### config.mk
export PLATFORM = sky130hd
export DESIGN_NAME = meter_win
export DESIGN_NICKNAME = d
export VERILOG_FILES = /design/src/rtl/meter_win_pkg.sv /design/src/rtl/meter_win_ctl.sv /design/src/rtl/meter_win_dp.sv /design/src/rtl/meter_win.sv
export SDC_FILE = /design/constraint.sdc
export NUM_CORES = 1
export LEC_CHECK = 0
export CORE_ASPECT_RATIO = 2
export CORE_UTILIZATION = 43
export CTS_CLUSTER_SIZE = 25
export DETAILED_ROUTE_END_ITERATION = 12
export PLACE_DENSITY = 0.65
export SYNTH_ARGS = -nofsm -noshare
export SYNTH_HDL_FRONTEND = slang
export SYNTH_SLANG_ARGS = --single-unit
### constraint.sdc
create_clock -name clk -period 4.4 [get_ports clk]
set_input_delay 0.88 -clock clk [delete_from_list [all_inputs] [get_ports clk]]
set_output_delay 0.88 -clock clk [all_outputs]
set_load 0.01 [all_outputs]
### src/rtl/meter_win_pkg.sv
package meter_win_pkg;

  // Window kind as decoded from {selCenter, selBottom}
  typedef enum logic [1:0] {
    WIN_FULL   = 2'b00,
    WIN_BOTTOM = 2'b01,
    WIN_CENTER = 2'b10,
    WIN_BOTH   = 2'b11
  } winKind_e;

  // Strobes and qualifiers from the control to the datapath
  typedef struct packed {
    logic hdFall;  // horizontal sync falling edge this cycle
    logic enA;     // vertical qualifier, whole-picture / lower-part window
    logic enC;     // vertical qualifier, central band
    logic ccir;    // registered 625-line select
    logic wide;    // registered 760-pixel select
  } winStrb_t;

endpackage

### src/rtl/meter_win_ctl.sv
module meter_win_ctl
  import meter_win_pkg::*;
#(
  parameter int LINE_W       = 10,
  parameter int EIA_FULL_LN  = 20,
  parameter int EIA_MID_BEG  = 101,
  parameter int EIA_MID_END  = 181,
  parameter int CCIR_FULL_LN = 25,
  parameter int CCIR_MID_BEG = 121,
  parameter int CCIR_MID_END = 216
) (
  input  logic     clk,
  input  logic     rstN,
  input  logic     hdIn,
  input  logic     vdIn,
  input  logic     fieldEven,
  input  logic     stdCcir,
  input  logic     wideSensor,
  input  logic     selBottom,
  input  logic     selCenter,
  output winStrb_t strb
);

  localparam logic [LINE_W-1:0] LINE_MAX = '1;
  localparam logic [LINE_W-1:0] E_FULL = LINE_W'(EIA_FULL_LN);
  localparam logic [LINE_W-1:0] E_BEG  = LINE_W'(EIA_MID_BEG);
  localparam logic [LINE_W-1:0] E_END  = LINE_W'(EIA_MID_END);
  localparam logic [LINE_W-1:0] C_FULL = LINE_W'(CCIR_FULL_LN);
  localparam logic [LINE_W-1:0] C_BEG  = LINE_W'(CCIR_MID_BEG);
  localparam logic [LINE_W-1:0] C_END  = LINE_W'(CCIR_MID_END);

  logic hdQ, vdQ;
  logic hdFall, vdFall;
  logic halfQ, ccirQ, wideQ;
  winKind_e kindQ;
  logic [LINE_W-1:0] lineCnt;
  logic [LINE_W-1:0] fullAt, begAt, endAt;
  logic vFull, vMid, vLow;

  assign hdFall = hdQ & ~hdIn;
  assign vdFall = vdQ & ~vdIn;

  // Sync edge history, configuration capture and line counting
  always_ff @(posedge clk or negedge rstN) begin
    if (!rstN) begin
      hdQ     <= 1'b1;
      vdQ     <= 1'b1;
      halfQ   <= 1'b0;
      ccirQ   <= 1'b0;
      wideQ   <= 1'b0;
      kindQ   <= WIN_FULL;
      lineCnt <= '0;
    end else begin
      hdQ   <= hdIn;
      vdQ   <= vdIn;
      halfQ <= fieldEven;
      ccirQ <= stdCcir;
      wideQ <= wideSensor;
      kindQ <= winKind_e'({selCenter, selBottom});
      if (vdFall) begin
        lineCnt <= '0;
      end else if (hdFall && lineCnt != LINE_MAX) begin
        lineCnt <= lineCnt + 1'b1;
      end
    end
  end

  // Vertical bounds for the captured standard and field
  always_comb begin
    fullAt = (ccirQ ? C_FULL : E_FULL) + LINE_W'(halfQ);
    begAt  = (ccirQ ? C_BEG  : E_BEG ) + LINE_W'(halfQ);
    endAt  = (ccirQ ? C_END  : E_END ) + LINE_W'(halfQ);
    vFull  = lineCnt >= fullAt;
    vMid   = (lineCnt >= begAt) && (lineCnt < endAt);
    vLow   = lineCnt >= endAt;
  end

  always_comb begin
    strb.hdFall = hdFall;
    strb.ccir   = ccirQ;
    strb.wide   = wideQ;
    unique case (kindQ)
      WIN_FULL:   begin strb.enA = vFull; strb.enC = 1'b0; end
      WIN_BOTTOM: begin strb.enA = vLow;  strb.enC = 1'b0; end
      WIN_CENTER: begin strb.enA = 1'b0;  strb.enC = vMid; end
      default:    begin strb.enA = vLow;  strb.enC = vMid; end
    endcase
  end

endmodule

### src/rtl/meter_win_dp.sv
module meter_win_dp
  import meter_win_pkg::*;
#(
  parameter int PIX_W = 11
) (
  input  logic     clk,
  input  logic     rstN,
  input  winStrb_t strb,
  output logic     lenOk,
  output logic     winOut
);

  localparam logic [PIX_W-1:0] PIX_MAX = '1;

  logic [PIX_W-1:0] pixCnt, lineLen;
  logic [PIX_W-1:0] openA, shutA, openC, shutC, endA, endC;
  logic hdSeen;
  logic inA, inC;

  // Horizontal bounds per standard and sensor width
  always_comb begin
    unique case ({strb.ccir, strb.wide})
      2'b00: begin
        openA = PIX_W'(104); shutA = PIX_W'(3);
        openC = PIX_W'(272); shutC = PIX_W'(167);
      end
      2'b01: begin
        openA = PIX_W'(154); shutA = PIX_W'(22);
        openC = PIX_W'(407); shutC = PIX_W'(252);
      end
      2'b10: begin
        openA = PIX_W'(114); shutA = PIX_W'(3);
        openC = PIX_W'(279); shutC = PIX_W'(164);
      end
      default: begin
        openA = PIX_W'(169); shutA = PIX_W'(22);
        openC = PIX_W'(416); shutC = PIX_W'(246);
      end
    endcase
  end

  // Closing points are counted back from the measured line length
  always_comb begin
    endA = (lineLen > shutA) ? lineLen - shutA : '0;
    endC = (lineLen > shutC) ? lineLen - shutC : '0;
    inA  = (pixCnt >= openA) && (pixCnt < endA);
    inC  = (pixCnt >= openC) && (pixCnt < endC);
  end

  always_ff @(posedge clk or negedge rstN) begin
    if (!rstN) begin
      pixCnt  <= '0;
      lineLen <= '0;
      hdSeen  <= 1'b0;
      lenOk   <= 1'b0;
      winOut  <= 1'b0;
    end else begin
      if (strb.hdFall) begin
        pixCnt  <= '0;
        lineLen <= (pixCnt == PIX_MAX) ? PIX_MAX : pixCnt + 1'b1;
        hdSeen  <= 1'b1;
        if (hdSeen) begin
          lenOk <= 1'b1;
        end
      end else if (pixCnt != PIX_MAX) begin
        pixCnt <= pixCnt + 1'b1;
      end
      winOut <= lenOk & ((strb.enA & inA) | (strb.enC & inC));
    end
  end

endmodule

### src/rtl/meter_win.sv
module meter_win
  import meter_win_pkg::*;
#(
  parameter int PIX_W        = 11,
  parameter int LINE_W       = 10,
  parameter int EIA_FULL_LN  = 20,
  parameter int EIA_MID_BEG  = 101,
  parameter int EIA_MID_END  = 181,
  parameter int CCIR_FULL_LN = 25,
  parameter int CCIR_MID_BEG = 121,
  parameter int CCIR_MID_END = 216
) (
  input  logic clk,
  input  logic rstN,
  input  logic hdIn,
  input  logic vdIn,
  input  logic fieldEven,
  input  logic stdCcir,
  input  logic wideSensor,
  input  logic selBottom,
  input  logic selCenter,
  output logic winOut
);

  winStrb_t strb;
  logic     lenOk;

  meter_win_ctl #(
    .LINE_W      (LINE_W),
    .EIA_FULL_LN (EIA_FULL_LN),
    .EIA_MID_BEG (EIA_MID_BEG),
    .EIA_MID_END (EIA_MID_END),
    .CCIR_FULL_LN(CCIR_FULL_LN),
    .CCIR_MID_BEG(CCIR_MID_BEG),
    .CCIR_MID_END(CCIR_MID_END)
  ) u_ctl (
    .clk       (clk),
    .rstN      (rstN),
    .hdIn      (hdIn),
    .vdIn      (vdIn),
    .fieldEven (fieldEven),
    .stdCcir   (stdCcir),
    .wideSensor(wideSensor),
    .selBottom (selBottom),
    .selCenter (selCenter),
    .strb      (strb)
  );

  meter_win_dp #(
    .PIX_W(PIX_W)
  ) u_dp (
    .clk   (clk),
    .rstN  (rstN),
    .strb  (strb),
    .lenOk (lenOk),
    .winOut(winOut)
  );

endmodule

# Yosys cells after proc, flatten, opt, wreduce, memory -nomap -nowiden
# Cells that the tools add are included.
[totals]
in_bits = 9
out_inout_bits = 1
wordCells = 69
regBits = 42
[classes]
n_addsub = 7
eq_ne = 7
reduce_logical = 10
muxes = 15
bitwise = 8
order_cmp = 10
[op_table]
columns = ["operator", "n"]
rows = [
  ["$mux W11", 5],
  ["$pmux W8 S3", 2],
  ["$add A10 B1 Y10", 3],
  ["$ge A10 B10 Y1", 3],
  ["$lt A11 B11 Y1", 2],
  ["$pmux W7 S3", 1],
  ["$mux W10", 2],
  ["$add A11 B1 Y11 const B", 1],
  ["$eq A11 B11 Y1 const B", 1],
  ["$ge A11 B8 Y1", 1],
  ["$ge A11 B9 Y1", 1],
  ["$gt A11 B5 Y1", 1],
  ["$gt A11 B8 Y1", 1],
  ["$ne A11 B11 Y1 const B", 1],
  ["$sub A11 B5 Y11", 1],
  ["$sub A11 B8 Y11", 1],
  ["$add A10 B1 Y10 const B", 1],
  ["$lt A10 B10 Y1", 1],
  ["$mux W5", 2],
  ["$ne A10 B10 Y1 const B", 1],
  ["$mux W7", 1],
  ["$pmux W2 S3", 1],
  ["$and A1 B1 Y1", 5],
  ["$eq A2 B1 Y1 const B", 2],
  ["other kinds (9)", 16],
]

# Longest topological paths before layout
# Gate-level depths: netlist of the first run.
[logic_depth]
ltp_word = 10
mapped_depth = 19
mapped_depth_nobuf = 19

# Modules after synthesis
# From an unflattened synthesis of the first run, not the netlist that was laid out.
[unflattened]
hier_cells = 422
hier_area_um2 = 3651.0
[by_module_without_submodules]
columns = ["module", "seq_area_each_um2", "cells_each", "instances", "area_per_inst_um2"]
rows = [
  ["meter_win_dp", 625.6, 298, 1, 2502.4],
  ["meter_win_ctl", 427.9, 124, 1, 1148.6],
]

# Least setup slack after synthesis of the first run
# Ideal clock, no wire load.
[synth_path]
path_type = "register to register"
startpoint = "register u_ctl.ccirQ"
endpoint = "register u_dp.winOut"
path_buffers = 0
stages_incl_launch_ff = 18
arrival_ns = 3.209
slack_ns = 1.096
t_required_ns = 4.305
setup_ns = 0.095
period_less_slack_ns = 3.304
cell_sequence = "dfrtp_1 inv_1 ha_1 ha_1 inv_1 fa_1 a31oi_1 nand2b_1 nand3_1 a21boi_0 o21ai_0 mux2i_1 ha_1 a211oi_1 o31ai_1 a31oi_1 nand4_1 o31ai_1"
[synth_via]
elab_chain_cells = 10
word_cells_on_any_way = 36
classes_between = "5 x add/sub; 10 x order compare; 2 x eq/ne; 10 x mux; 4 x bitwise; 5 x reduce/logical"
[synth_rtl]
columns = ["element", "line_no", "text"]
rows = [
  ["from (decl)", "meter_win_ctl.sv:34", "logic halfQ, ccirQ, wideQ;"],
  ["from (signal assigned)", "meter_win_ctl.sv:57", "ccirQ <= stdCcir;"],
  ["$eq A2 B2 Y1 or $logic_not A2 Y1 (tied branches)", "meter_win_dp.sv:22", "unique case ({strb.ccir, strb.wide})"],
  ["$reduce_or A2 Y1 (no source line)", "-", ""],
  ["$mux W5", "meter_win_dp.sv:22", ""],
  ["$sub A11 B5 Y11 or $gt A11 B5 Y1 (tied branches)", "meter_win_dp.sv:44", "endA = (lineLen > shutA) ? lineLen - shutA : '0;"],
  ["$mux W11", "meter_win_dp.sv:44", ""],
  ["$lt A11 B11 Y1", "meter_win_dp.sv:46", "inA = (pixCnt >= openA) && (pixCnt < endA);"],
  ["$logic_and A1 B1 Y1", "meter_win_dp.sv:46", ""],
  ["$and A1 B1 Y1", "meter_win_dp.sv:68", "winOut <= lenOk & ((strb.enA & inA) | (strb.enC & inC));"],
  ["$or A1 B1 Y1 (*)", "meter_win_dp.sv:68", ""],
  ["$and A1 B1 Y1 (*)", "meter_win_dp.sv:68", ""],
  ["to (signal assigned)", "meter_win_dp.sv:68", ""],
  ["to (decl)", "meter_win_dp.sv:10", "output logic winOut"],
]
# Mark *: on every way between the ends. The rest lies on a longest branch, timed or not.
# A chain may end at the register's enable or synchronous reset.

# Worst setup path in the final report of the first run
# Ends and elaborated chain as after synthesis.

==> results of run 1 <==
==> cells by family (layout without fill, tap and decap cells) <==
kind of cell	Yosys count	in the layout	synth area share
multiplexers	6	6	0.0166
AND/OR/NAND/NOR	160	160	0.214
AO/OA/AOI/OAI	81	81	0.157
buffers and inverters	30	37	0.0374
flip-flops	42	42	0.292
adder cells (fa/ha/maj)	61	61	0.213
XOR/XNOR	29	29	0.0704
==> cell usage in the layout (no fill, tap or decap), types with 3 or more instances in the layout <==
master           count
nand2b_1             4
o211ai_1             9
nand2_1             41
nor3_2               3
nand3_1              9
a21oi_1             23
a211oi_1             3
inv_1               17
ha_1                59
a21o_1               4
nor3b_1              3
mux2i_1              6
clkbuf_16            5
nand4_1             11
xor2_1              11
nor3_1               8
nor2_1              57
xnor2_1             18
clkdlybuf4s50_1      8
nor2b_1              7
a31oi_1              5
o21ai_0             14
dfrtp_1             40
==> registers in the layout, summed over array words and instances, names as in the netlist <==
register / cells
u_ctl.vdQ: 1
u_ctl.hdQ: 1
u_dp.pixCnt: 11
u_dp.lenOk: 1
u_dp.winOut: 1
u_ctl.ccirQ: 1
u_ctl.wideQ: 1
u_dp.hdSeen: 1
u_ctl.lineCnt: 10
u_ctl.kindQ: 2
u_ctl.halfQ: 1
u_dp.lineLen: 11
==> through the flow <==
| step | utilization | hold slack, ns | instances | cell area (µm²) | setup WS (ns) |
|---|---|---|---|---|---|
| global route | 0.490 | 0.483 | 512 | 3920 | 0.174 |
| global placement | 0.471 | 0.451 | 504 | 3770 | 0.544 |
| floorplan | - | 0.440 | 409 | 3610 | 1.10 |
| detailed placement | 0.471 | 0.456 | 504 | 3770 | 0.500 |
| CTS | 0.490 | 0.470 | 512 | 3920 | 0.442 |
| finish | 0.490 | 0.470 | 512 | 3920 | 0.429 |
==> metal layers <==
metal  vias up  GRT usage  share of wire
met4         0      0.186          0.084
met3        45     0.0321          0.027
li1       1472          -              -
met1      1423      0.230           0.35
met2        77      0.420           0.54
met5         -          0              0
==> area by class of cell <==
type                    instances  area share
clock buffers                   6      0.0355
flip-flops and latches         42       0.269
well taps                      96      0.0307
repair buffers                 11      0.0256
multi-input cells             337       0.618
inverters                      18      0.0179
clock inverters                 2     0.00319
==> how the worst min path moves through the flow <==
| stage | depth (start not counted) | from | slack (ns) | endpoint |
|---|---|---|---|---|
| floorplan | 1 | u_dp.hdSeen | 0.44 | u_dp.hdSeen |
| global placement | 1 | u_dp.hdSeen | 0.45 | u_dp.hdSeen |
| detailed placement | 1 | u_dp.hdSeen | 0.46 | u_dp.hdSeen |
| CTS | 1 | u_dp.hdSeen | 0.47 | u_dp.hdSeen |
| global route | 1 | u_dp.hdSeen | 0.48 | u_dp.hdSeen |
| finish | 1 | u_dp.hdSeen | 0.47 | u_dp.hdSeen |
==> report_power, final <==
part | switching (mW) | internal (mW)
Sequential | 0.105 | 0.428
Clock | 0.158 | 0.225
Combinational | 0.358 | 0.282
==> worst max-delay path, stage by stage, from the launching register on <==
cell       delay (ns)
dfrtp_1          0.46
inv_1            0.18
ha_1             0.23
or2_2            0.33
ha_1             0.36
and3b_1          0.20
o22a_1           0.30
o21ai_0          0.15
nand3_1          0.27
nand2_1          0.11
ha_1             0.30
o21a_1           0.11
nor3_1           0.16
o22ai_1          0.12
a211oi_1         0.29
o2111ai_1        0.19
o31ai_1          0.11
==> impl_results.md, run 1 <==
* Outcome: completed
* Flop2flop setup slack at between 0.4 and 0.5 ns
* Drt initial violations at approximately 130
* Drt drc at 0
* Startpoint Class: flop
* Initial antenna violation count at 0
* Synth unique cells at just over 60
* Top Ports at 10
* Worst Setup SP: u_ctl.ccirQ
* Min-Delay Path Class: reg2reg
* Clk slew on worst S/H paths at 0.07 ns
* Setup repair bufs after CTS at 0
* Synth cell count leaders: ha_1 (59), nor2_1 (57), nand2_1 (41)
* Largest net degree at the start of global routing at 43
* Synth warn at 0
* Power after layout at ~1.6 mW
* FF+latch area at 1050 µm²
* Area Overhead vs Synth at 8.56%
* Post-synth top flop: dfrtp_1
* DR vias at 3017
* Final setup fails at 0
* Worst reg2reg startpoint: u_ctl.ccirQ
* Clock latency on the worst-skew pair at between 0.2 and 0.3 ns
* Die area at approximately 8800 µm²
* Period Utilization, post-route at 0.903
* First-pass GRT wire length at between 15000 and 20000 µm
* Root Buffer: clkbuf_16
* Resize count post-CTS at 0
* FF-to-FF path depth at 16
* Syn avg cell area at roughly 8.8 µm²
* Reg2reg end: u_dp.winOut
* Cts hold-fix bufs at 0
* N_diodes at 0
* Register area share after synthesis at 0.292
* Least-Margin Pin Slew at 0.962 ns
* CTS Buf Count at 5
* CP endpoint kind: flop
* Starting Density at 0.451
* Synthesized area at 3610 µm²
* Post-route setup TNS at 0 ns
* Cells after Synth at 409
* Post-DRT Antenna Nets at 0
* Dpl hpwl at 7490 µm
* Nets at 484
* Clk sinks at 42
* Die Ht at 132 µm
* Leakage Power at 1.80 nW
* Synth Register Bits at 42
* Initial DRT Pass Iterations at 4
* Worst Setup EP: u_dp.winOut
* Power Density at 397 nW/µm²
* WP data required at around 4.6 ns
* Port-buffer cells at 9
* Worst EP arrival at around 4.2 ns
* Headroom to the max-slew limit at 0.359
* CTS max path bufs at 2
* Htree depth at 2
* Max-cap violations at 0
* DR WL/cell at 18.3 µm
* Vias in the first global route at 3181
* Minimum clock period at between 3 and 4 ns
* Most common cell in the netlist: ha_1
* Cell row count at 46
* Core area at 8000 µm²
* Fraction of layout cells with a size suffix above 1 at 0.0721
* Routed WL at between 9000 and 10000 µm
* Cell taking the most area after synthesis: dfrtp_1
* Async set or reset register ratio after synthesis at 1.00
* TritonCTS clock tree: yes
* Slew Viols, Final at 0
* Placer Congestion at around 0.98
* Gr ovfl total at 0
* Max VDD drop at around 0.00029 V
* RSZ-0062 raised after global routing: no
* GRT Util Overall at 0.237
* Fill count at 760
* Area of the multi-input gates at between 2000 and 2500 µm²
* Vias per cell at between 5 and 6
* Fmax at approximately 250 MHz
* Fin. Hold Viols at 0
* Worst Skew at ~0.010 ns
* Post-Synthesis Net Count at 478
* Setup Crit Path Kind: reg2reg
* Synth area leaders: dfrtp_1 (28%), ha_1 (20%), nor2_1 (5.9%)
* Width of the die at 66.8 µm
* Crit path max fanout at 8
* Yosys top cell area share at 0.277
* EDFF count, synth at 0
(Power assumes the default switching activity.)
==> run 2, diff against run 1 <==
- PLACE_DENSITY: 0.65 -> 0.64
- clock period: 4.4 -> 4.5 ns (I/O delays scaled with it)
==> impl_results.md, run 2 (synthesis results as in run 1) <==
* Outcome: completed
* Clk slew on worst S/H paths at 0.06 ns (about the same)
* Vias in the first global route at 3139 (-1.3%)
* Core area at 8000 µm² (unchanged)
* Fraction of layout cells with a size suffix above 1 at 0.0721 (unchanged)
* Slowest stage delay, CP at 0.46 ns (about the same)
* Most numerous cell on the critical path: ha_1
* Clk sinks at 42 (unchanged)
* Worst Setup SP: u_ctl.ccirQ
* CTS max path bufs at 2 (unchanged)
* Setup repair bufs after CTS at 0 (unchanged)
* Hold WS at 0.473 ns (+0.00278 ns)
* Critical Path, Cell by Cell: inv_1 -> ha_1 -> or2_2 -> ha_1 -> or3_1 -> o22a_1 -> o21ai_0 -> nand3_1 -> nand2_1 -> ha_1 -> o21a_1 -> nor3_1 -> o22ai_1 -> a211oi_1 -> o2111ai_1 -> o31ai_1
* Fin area at 3910 µm² (-0.13%)
* Worst hold endpoint: u_dp.hdSeen
* Fin. Hold Viols at 0 (unchanged)
* Dpl hpwl at 7560 µm (+0.94%)
* Routed WL at 9520 µm (+1.5%)
* Port-buffer cells at 9 (unchanged)
* Vias per cell at 5.99 (+1.6%)
* Worst reg2reg startpoint: u_ctl.ccirQ
* Crit path max fanout at 8 (unchanged)
* Clock latency on the worst-skew pair at 0.29 ns (about the same)
* Top Ports at 10 (unchanged)
* Drt drc at 0 (unchanged)
* GRT Util Overall at 0.240 (+0.00304)
* Cts hold-fix bufs at 0 (unchanged)
* Slowest CP cell: dfrtp_1
* Die area at 8780 µm² (unchanged)
* Int Power at 897 µW (-4.0%)
* Period Utilization, post-route at 0.835 (-0.0679)
* Most common cell after layout, fill and taps aside: ha_1
* Slew Viols, Final at 0 (unchanged)
* Minimum clock period at 3.76 ns (-0.215 ns)
* Max VDD drop at 0.000340 V (+17%)
* Most Used Layer, Global Route: met2
* Max-cap violations at 0 (unchanged)
* Seq pwr share at 0.350 (+0.008)
* Pre-CTS setup slack at 0.773 ns (+0.273 ns)
* FF-to-FF path depth at 16 (unchanged)
* GR Util met3 at 0.0295 (-0.00260)
* Worst EP arrival at 3.96 ns (-0.21 ns)
* Worst Skew at 0.00592 ns (-0.00408 ns)
* N_diodes at 0 (unchanged)
* Met2 Track Usage GR at 0.438 (+0.0185)
* Final WS setup at 0.744 ns (+0.315 ns)
* Width of the die at 66.8 µm (unchanged)
* Flop2flop setup slack at 0.74 ns (+0.32 ns)
* Power Density at 385 nW/µm² (-2.9%)
* Least-Margin Pin Slew at 0.950 ns (-0.0121 ns)
* DP Area at 3770 µm² (unchanged)
* Largest net degree at the start of global routing at 43 (unchanged)
* Largest registers: u_dp.lineLen: 11 flops, u_dp.pixCnt: 11 flops, u_ctl.lineCnt: 10 flops
* Min-Delay Path Class: reg2reg
* Die Ht at 132 µm (unchanged)
* Worst Hold Launch: u_dp.hdSeen
* Hold Path Cell Cnt at 1 (unchanged)
* TritonCTS clock tree: yes
* Net Switching at 610 µW (-1.6%)
* Nets at 484 (unchanged)
* Area Overhead vs Synth at 8.43%
* Leakage Power at 1.80 nW (-0.17%)
* Reg2reg end: u_dp.winOut
* Resize count post-CTS at 0 (unchanged)
* Worst path bufs/invs at 1 (unchanged)
* Initial antenna violation count at 0 (unchanged)
* Cell row count at 46 (unchanged)
* Clock power frac at 0.239 (-0.007)
* Gr ovfl total at 0 (unchanged)
* RSZ-0062 raised after global routing: no
* Initial DRT Pass Iterations at 4 (unchanged)
* Htree depth at 2 (unchanged)
* First-pass GRT wire length at 15300 µm (about the same)
* Met1 Use GR at 0.222 (-0.00798)
* CP delay by family, top: simple AND/OR/NAND/NOR gates
* Most frequent cells in the layout: ha_1 (59), nor2_1 (57), nand2_1 (41), dfrtp_1 (40), a21oi_1 (23)
* DR WL/cell at 18.6 µm (+1.5%)
* Headroom to the max-slew limit at 0.367 (+0.00809)
* Startpoint Class: flop
* WP data required at 4.70 ns (+0.10 ns)
* CTS Buf Count at 5 (unchanged)
* Post-route setup TNS at 0 ns (unchanged)
* Post-DRT Antenna Nets at 0 (unchanged)
* Final setup fails at 0 (unchanged)
* DR vias at 3065 (+1.6%)
* Share of total power in combinational logic at 0.410 (-0.002)
* Fmax at 266 MHz (+5.7%)
* Root Buffer: clkbuf_16
* Placer Congestion at 0.939 (-3.7%)
* Switch share at 0.405 (+0.00587)
* Starting Density at 0.451 (unchanged)
* Drt initial violations at 87 (-33%)
* CP endpoint kind: flop
* Setup Crit Path Kind: reg2reg
==> run 2: cell count changes in the layout (fill, tap and decap cells not counted) <==
cell      previous run  this run
clkbuf_8             1         0
clkinv_4             0         1
==> run 2: per-stage QoR <==
step / util / total power [mW] / std cells
floorplan: - / 0.961 / 409
global placement: 0.471 / 1.12 / 504
detailed placement: 0.471 / 1.14 / 504
CTS: 0.489 / 1.51 / 512
global route: 0.489 / 1.62 / 512
finish: 0.489 / 1.51 / 512
==> run 2: worst register-to-register path: cells and delay by family (launching register included) <==
kind,cells,cell delay [ns]
buf+inv,1,0.19
flops,1,0.46
fa+ha+maj,3,0.70
compound gates,7,1.07
simple gates,5,1.24
==> run 2: power by group through the flow <==
stage                     clock network (mW)  registers (mW)  logic [mW]
final                                  0.360           0.528       0.619
after global routing                   0.379           0.534       0.706
after CTS                              0.367           0.526       0.619
after detailed placement                   0           0.533       0.611
after global placement                     0           0.532       0.591
after floorplan                            0           0.478       0.484
==> run 2: layer usage <==
metal / routed length, µm / vias to the layer above / part of all wire
met2: 5290 / 78 / 0.56
met1: 3250 / 1472 / 0.34
met3: 273 / 41 / 0.029
met4: 704 / 0 / 0.074
met5: 0 / - / 0
li1: - / 1474 / -
==> run 2: layout make-up <==
class                   instances  area [µm²]
clock inverters                 3        21.3
fillers                       762        4090
inverters                      18        70.1
repair buffers                 11         100
multi-input cells             337        2420
clock buffers                   5         125
well taps                      96         120
flip-flops and latches         42        1050
==> run 2: worst max-delay path by stage <==
| stage | end | slack (ns) | cells past startpoint |
|---|---|---|---|
| after floorplan | u_dp.winOut | 1.20 | 17 |
| after global placement | u_dp.winOut | 0.90 | 16 |
| after detailed placement | u_dp.winOut | 0.77 | 17 |
| after CTS | u_dp.winOut | 0.75 | 16 |
| after global routing | u_dp.winOut | 0.47 | 17 |
| final | u_dp.winOut | 0.74 | 16 |
==> run 3, diff against run 2 <==
- PLACE_DENSITY: 0.64 -> 0.66
- clock period: 4.5 -> 3.4 ns (I/O delays scaled with it)
==> impl_results.md, run 3 (synthesis results as in run 1) <==
* Outcome: completed
* Clock power frac at 0.240 (about the same)
* Headroom to the max-slew limit at 0.356 (-0.0112)
* Htree depth at 2 (unchanged)
* Crit path max fanout at 4 (-4)
* Slowest CP cell: dfrtp_1
* Largest registers: u_dp.lineLen: 11 flops, u_dp.pixCnt: 11 flops, u_ctl.lineCnt: 10 flops
* Slowest stage delay, CP at 0.42 ns (-0.04 ns)
* CTS max path bufs at 2 (unchanged)
* Seq pwr share at 0.294 (-0.056)
* Final setup fails at 0 (unchanged)
* Clock latency on the worst-skew pair at 0.29 ns (about the same)
* Vias in the first global route at 3330 (+6.1%)
* Cell row count at 46 (unchanged)
* Drt initial violations at 123 (+41%)
* Top sig layer: met4
* Core area at 8000 µm² (unchanged)
* Largest net degree at the start of global routing at 43 (unchanged)
* Initial antenna violation count at 0 (unchanged)
* Worst Skew at 0.00803 ns (+0.00211 ns)
* Minimum clock period at 3.39 ns (-0.371 ns)
* Wl on met1 at 3330 µm (+2.6%)
* Startpoint Class: flop
* Cts hold-fix bufs at 0 (unchanged)
* Share of total power in combinational logic at 0.467 (+0.057)
* Period Utilization, post-route at 0.996 (+0.161)
* Worst path bufs/invs at 4 (+3)
* Most common cell after layout, fill and taps aside: nor2_1
* Critical Path, Cell by Cell: inv_2 -> ha_4 -> ha_4 -> inv_2 -> fa_2 -> a31oi_4 -> buf_6 -> nand2b_4 -> nand3_2 -> a21boi_4 -> o21ai_2 -> mux2i_1 -> ha_1 -> buf_4 -> nand4_1 -> o21bai_2 -> nand4_1 -> o31ai_1
* Die area at 8780 µm² (unchanged)
* Placed cell count at 526 (+4.4%)
* Max VDD drop at 0.000525 V (+54%)
* Starting Density at 0.451 (unchanged)
* Fill count at 728 (-4.5%)
* Initial DRT Pass Iterations at 4 (unchanged)
* Dpl hpwl at 7440 µm (-1.6%)
* Slew Viols, Final at 0 (unchanged)
* Leakage Power at 1.97 nW (+9.7%)
* TritonCTS clock tree: yes
* Placer Congestion at 0.863 (-8.1%)
* Int Power at 1.40 mW (+56%)
* Clk sinks at 42 (unchanged)
* Nets at 514 (+6.2%)
* Net Switching at 857 µW (+40%)
* Worst EP arrival at 3.58 ns (-0.38 ns)
* Drt drc at 0 (unchanged)
* CP endpoint kind: flop
* Top Ports at 10 (unchanged)
* DP Area at 3930 µm² (+4.4%)
* Fraction of layout cells with a size suffix above 1 at 0.184 (+0.112)
* Width of the die at 66.8 µm (unchanged)
* WP data required at 3.60 ns (-1.10 ns)
* Fmax at 295 MHz (+11%)
* Routed WL at 9540 µm (+0.24%)
* Met3 WL post-DR at 162 µm (-41%)
* Die Ht at 132 µm (unchanged)
* CTS Buf Count at 5 (unchanged)
* Least-Margin Pin Slew at 0.966 ns (+0.0167 ns)
* RSZ-0062 raised after global routing: yes
* Port-buffer cells at 9 (unchanged)
* Setup Crit Path Kind: reg2reg
* Fin. Hold Viols at 0 (unchanged)
* Root Buffer: clkbuf_16
* Min-Delay Path Class: reg2reg
* Wire length on met2 at 5390 µm (+1.9%)
* Layout Cells excl Fill at 542 (+5.9%)
* Gr ovfl total at 0 (unchanged)
* Fin area at 4320 µm² (+11%)
* CP delay by family, top: adder cells
* Vias per cell at 5.78 (-3.5%)
* N_diodes at 0 (unchanged)
* Post-DRT Antenna Nets at 0 (unchanged)
* Area Overhead vs Synth at 19.8%
* Power Density at 522 nW/µm² (+36%)
* Max-cap violations at 0 (unchanged)
* GRT Util Overall at 0.235 (-0.00456)
* Most frequent cells in the layout: nor2_1 (55), ha_1 (54), nand2_1 (41), dfrtp_1 (40), buf_4 (29)
* Clk slew on worst S/H paths at 0.06 ns (about the same)
* Switch share at 0.380 (-0.0251)
* DR vias at 3131 (+2.2%)
* First-pass GRT wire length at 15300 µm (+0.18%)
* DR WL/cell at 17.6 µm (-5.3%)
[run 3: cell types whose count changed in the layout (fill, tap and decap cells not counted), moves of 3 or more]
cell / delta
buf_6: +3
o21ai_1: +3
buf_4: +27
inv_2: +3
o21ai_0: -4
ha_4: +3
inv_1: -3
ha_1: -5
[run 3: final timing paths]
check | slack, ns | depth (start not counted) | end | startpoint
worst max-delay path | 0.01 | 18 | u_dp.winOut | u_ctl.ccirQ
worst min-delay path | 0.49 | 1 | u_dp.hdSeen | u_dp.hdSeen
worst max register to register | 0.01 | 18 | u_dp.winOut | u_ctl.ccirQ
worst min register to register | 0.49 | 1 | u_dp.hdSeen | u_dp.hdSeen
max in group asynchronous | 2.25 | 1 | u_ctl.lineCnt[0] | rstN
min in group asynchronous | 0.54 | 1 | u_dp.pixCnt[9] | rstN
[run 3: area by class of cell]
cell class                      count  area (µm²)  share of cell area
Clock inverter                      2        37.5             0.00868
Inverter                           18        70.1              0.0162
Sequential cell                    42        1050               0.244
Timing Repair Buffer               41         337              0.0778
Tap cell                           96         120              0.0278
Multi-Input combinational cell    337        2580               0.596
Clock buffer                        6         129              0.0298
[run 3: per-stage QoR]
step / setup TNS [ns] / power (mW) / hold WS, ns / util / worst slack (ns)
floorplan: 0 / 1.27 / 0.384 / - / 0.0957
global placement: -0.268 / 1.57 / 0.452 / 0.491 / -0.268
detailed placement: -0.339 / 1.61 / 0.475 / 0.491 / -0.339
global route: -0.137 / 2.42 / 0.499 / 0.541 / -0.137
CTS: 0 / 2.19 / 0.490 / 0.520 / 0.00877
finish: 0 / 2.26 / 0.487 / 0.541 / 0.0147
[run 3: power by group through the flow]
stage          Clock (mW)  Sequential, mW  Combinational [mW]
2_1_floorplan           0           0.632               0.640
3_3_place_gp            0           0.670               0.903
3_5_place_dp            0           0.666               0.941
4_1_cts             0.553           0.660               0.977
5_1_grt             0.570           0.674                1.18
6_report            0.541           0.663                1.05
[run 3: per-layer routing]
layer / GRT usage / vias to the layer above
li1: - / 1526
met1: 0.212 / 1493
met2: 0.439 / 64
met3: 0.0304 / 48
met4: 0.175 / 0
met5: 0 / -
[run 3: worst reg2reg max path, stage by stage (launching register included)]
cell	delay, ns
dfrtp_1	0.42
inv_2	0.13
ha_4	0.16
ha_4	0.12
inv_2	0.03
fa_2	0.38
a31oi_4	0.20
buf_6	0.15
nand2b_4	0.05
nand3_2	0.07
a21boi_4	0.21
o21ai_2	0.09
mux2i_1	0.13
ha_1	0.33
buf_4	0.15
nand4_1	0.16
o21bai_2	0.17
nand4_1	0.10
o31ai_1	0.23
[run 3: timing repair]
item                       in CTS  in global routing
setup endpoints to repair       1                  1
buffers inserted                0                  8
pin swaps                       1                 15
gates resized for setup        12                 27
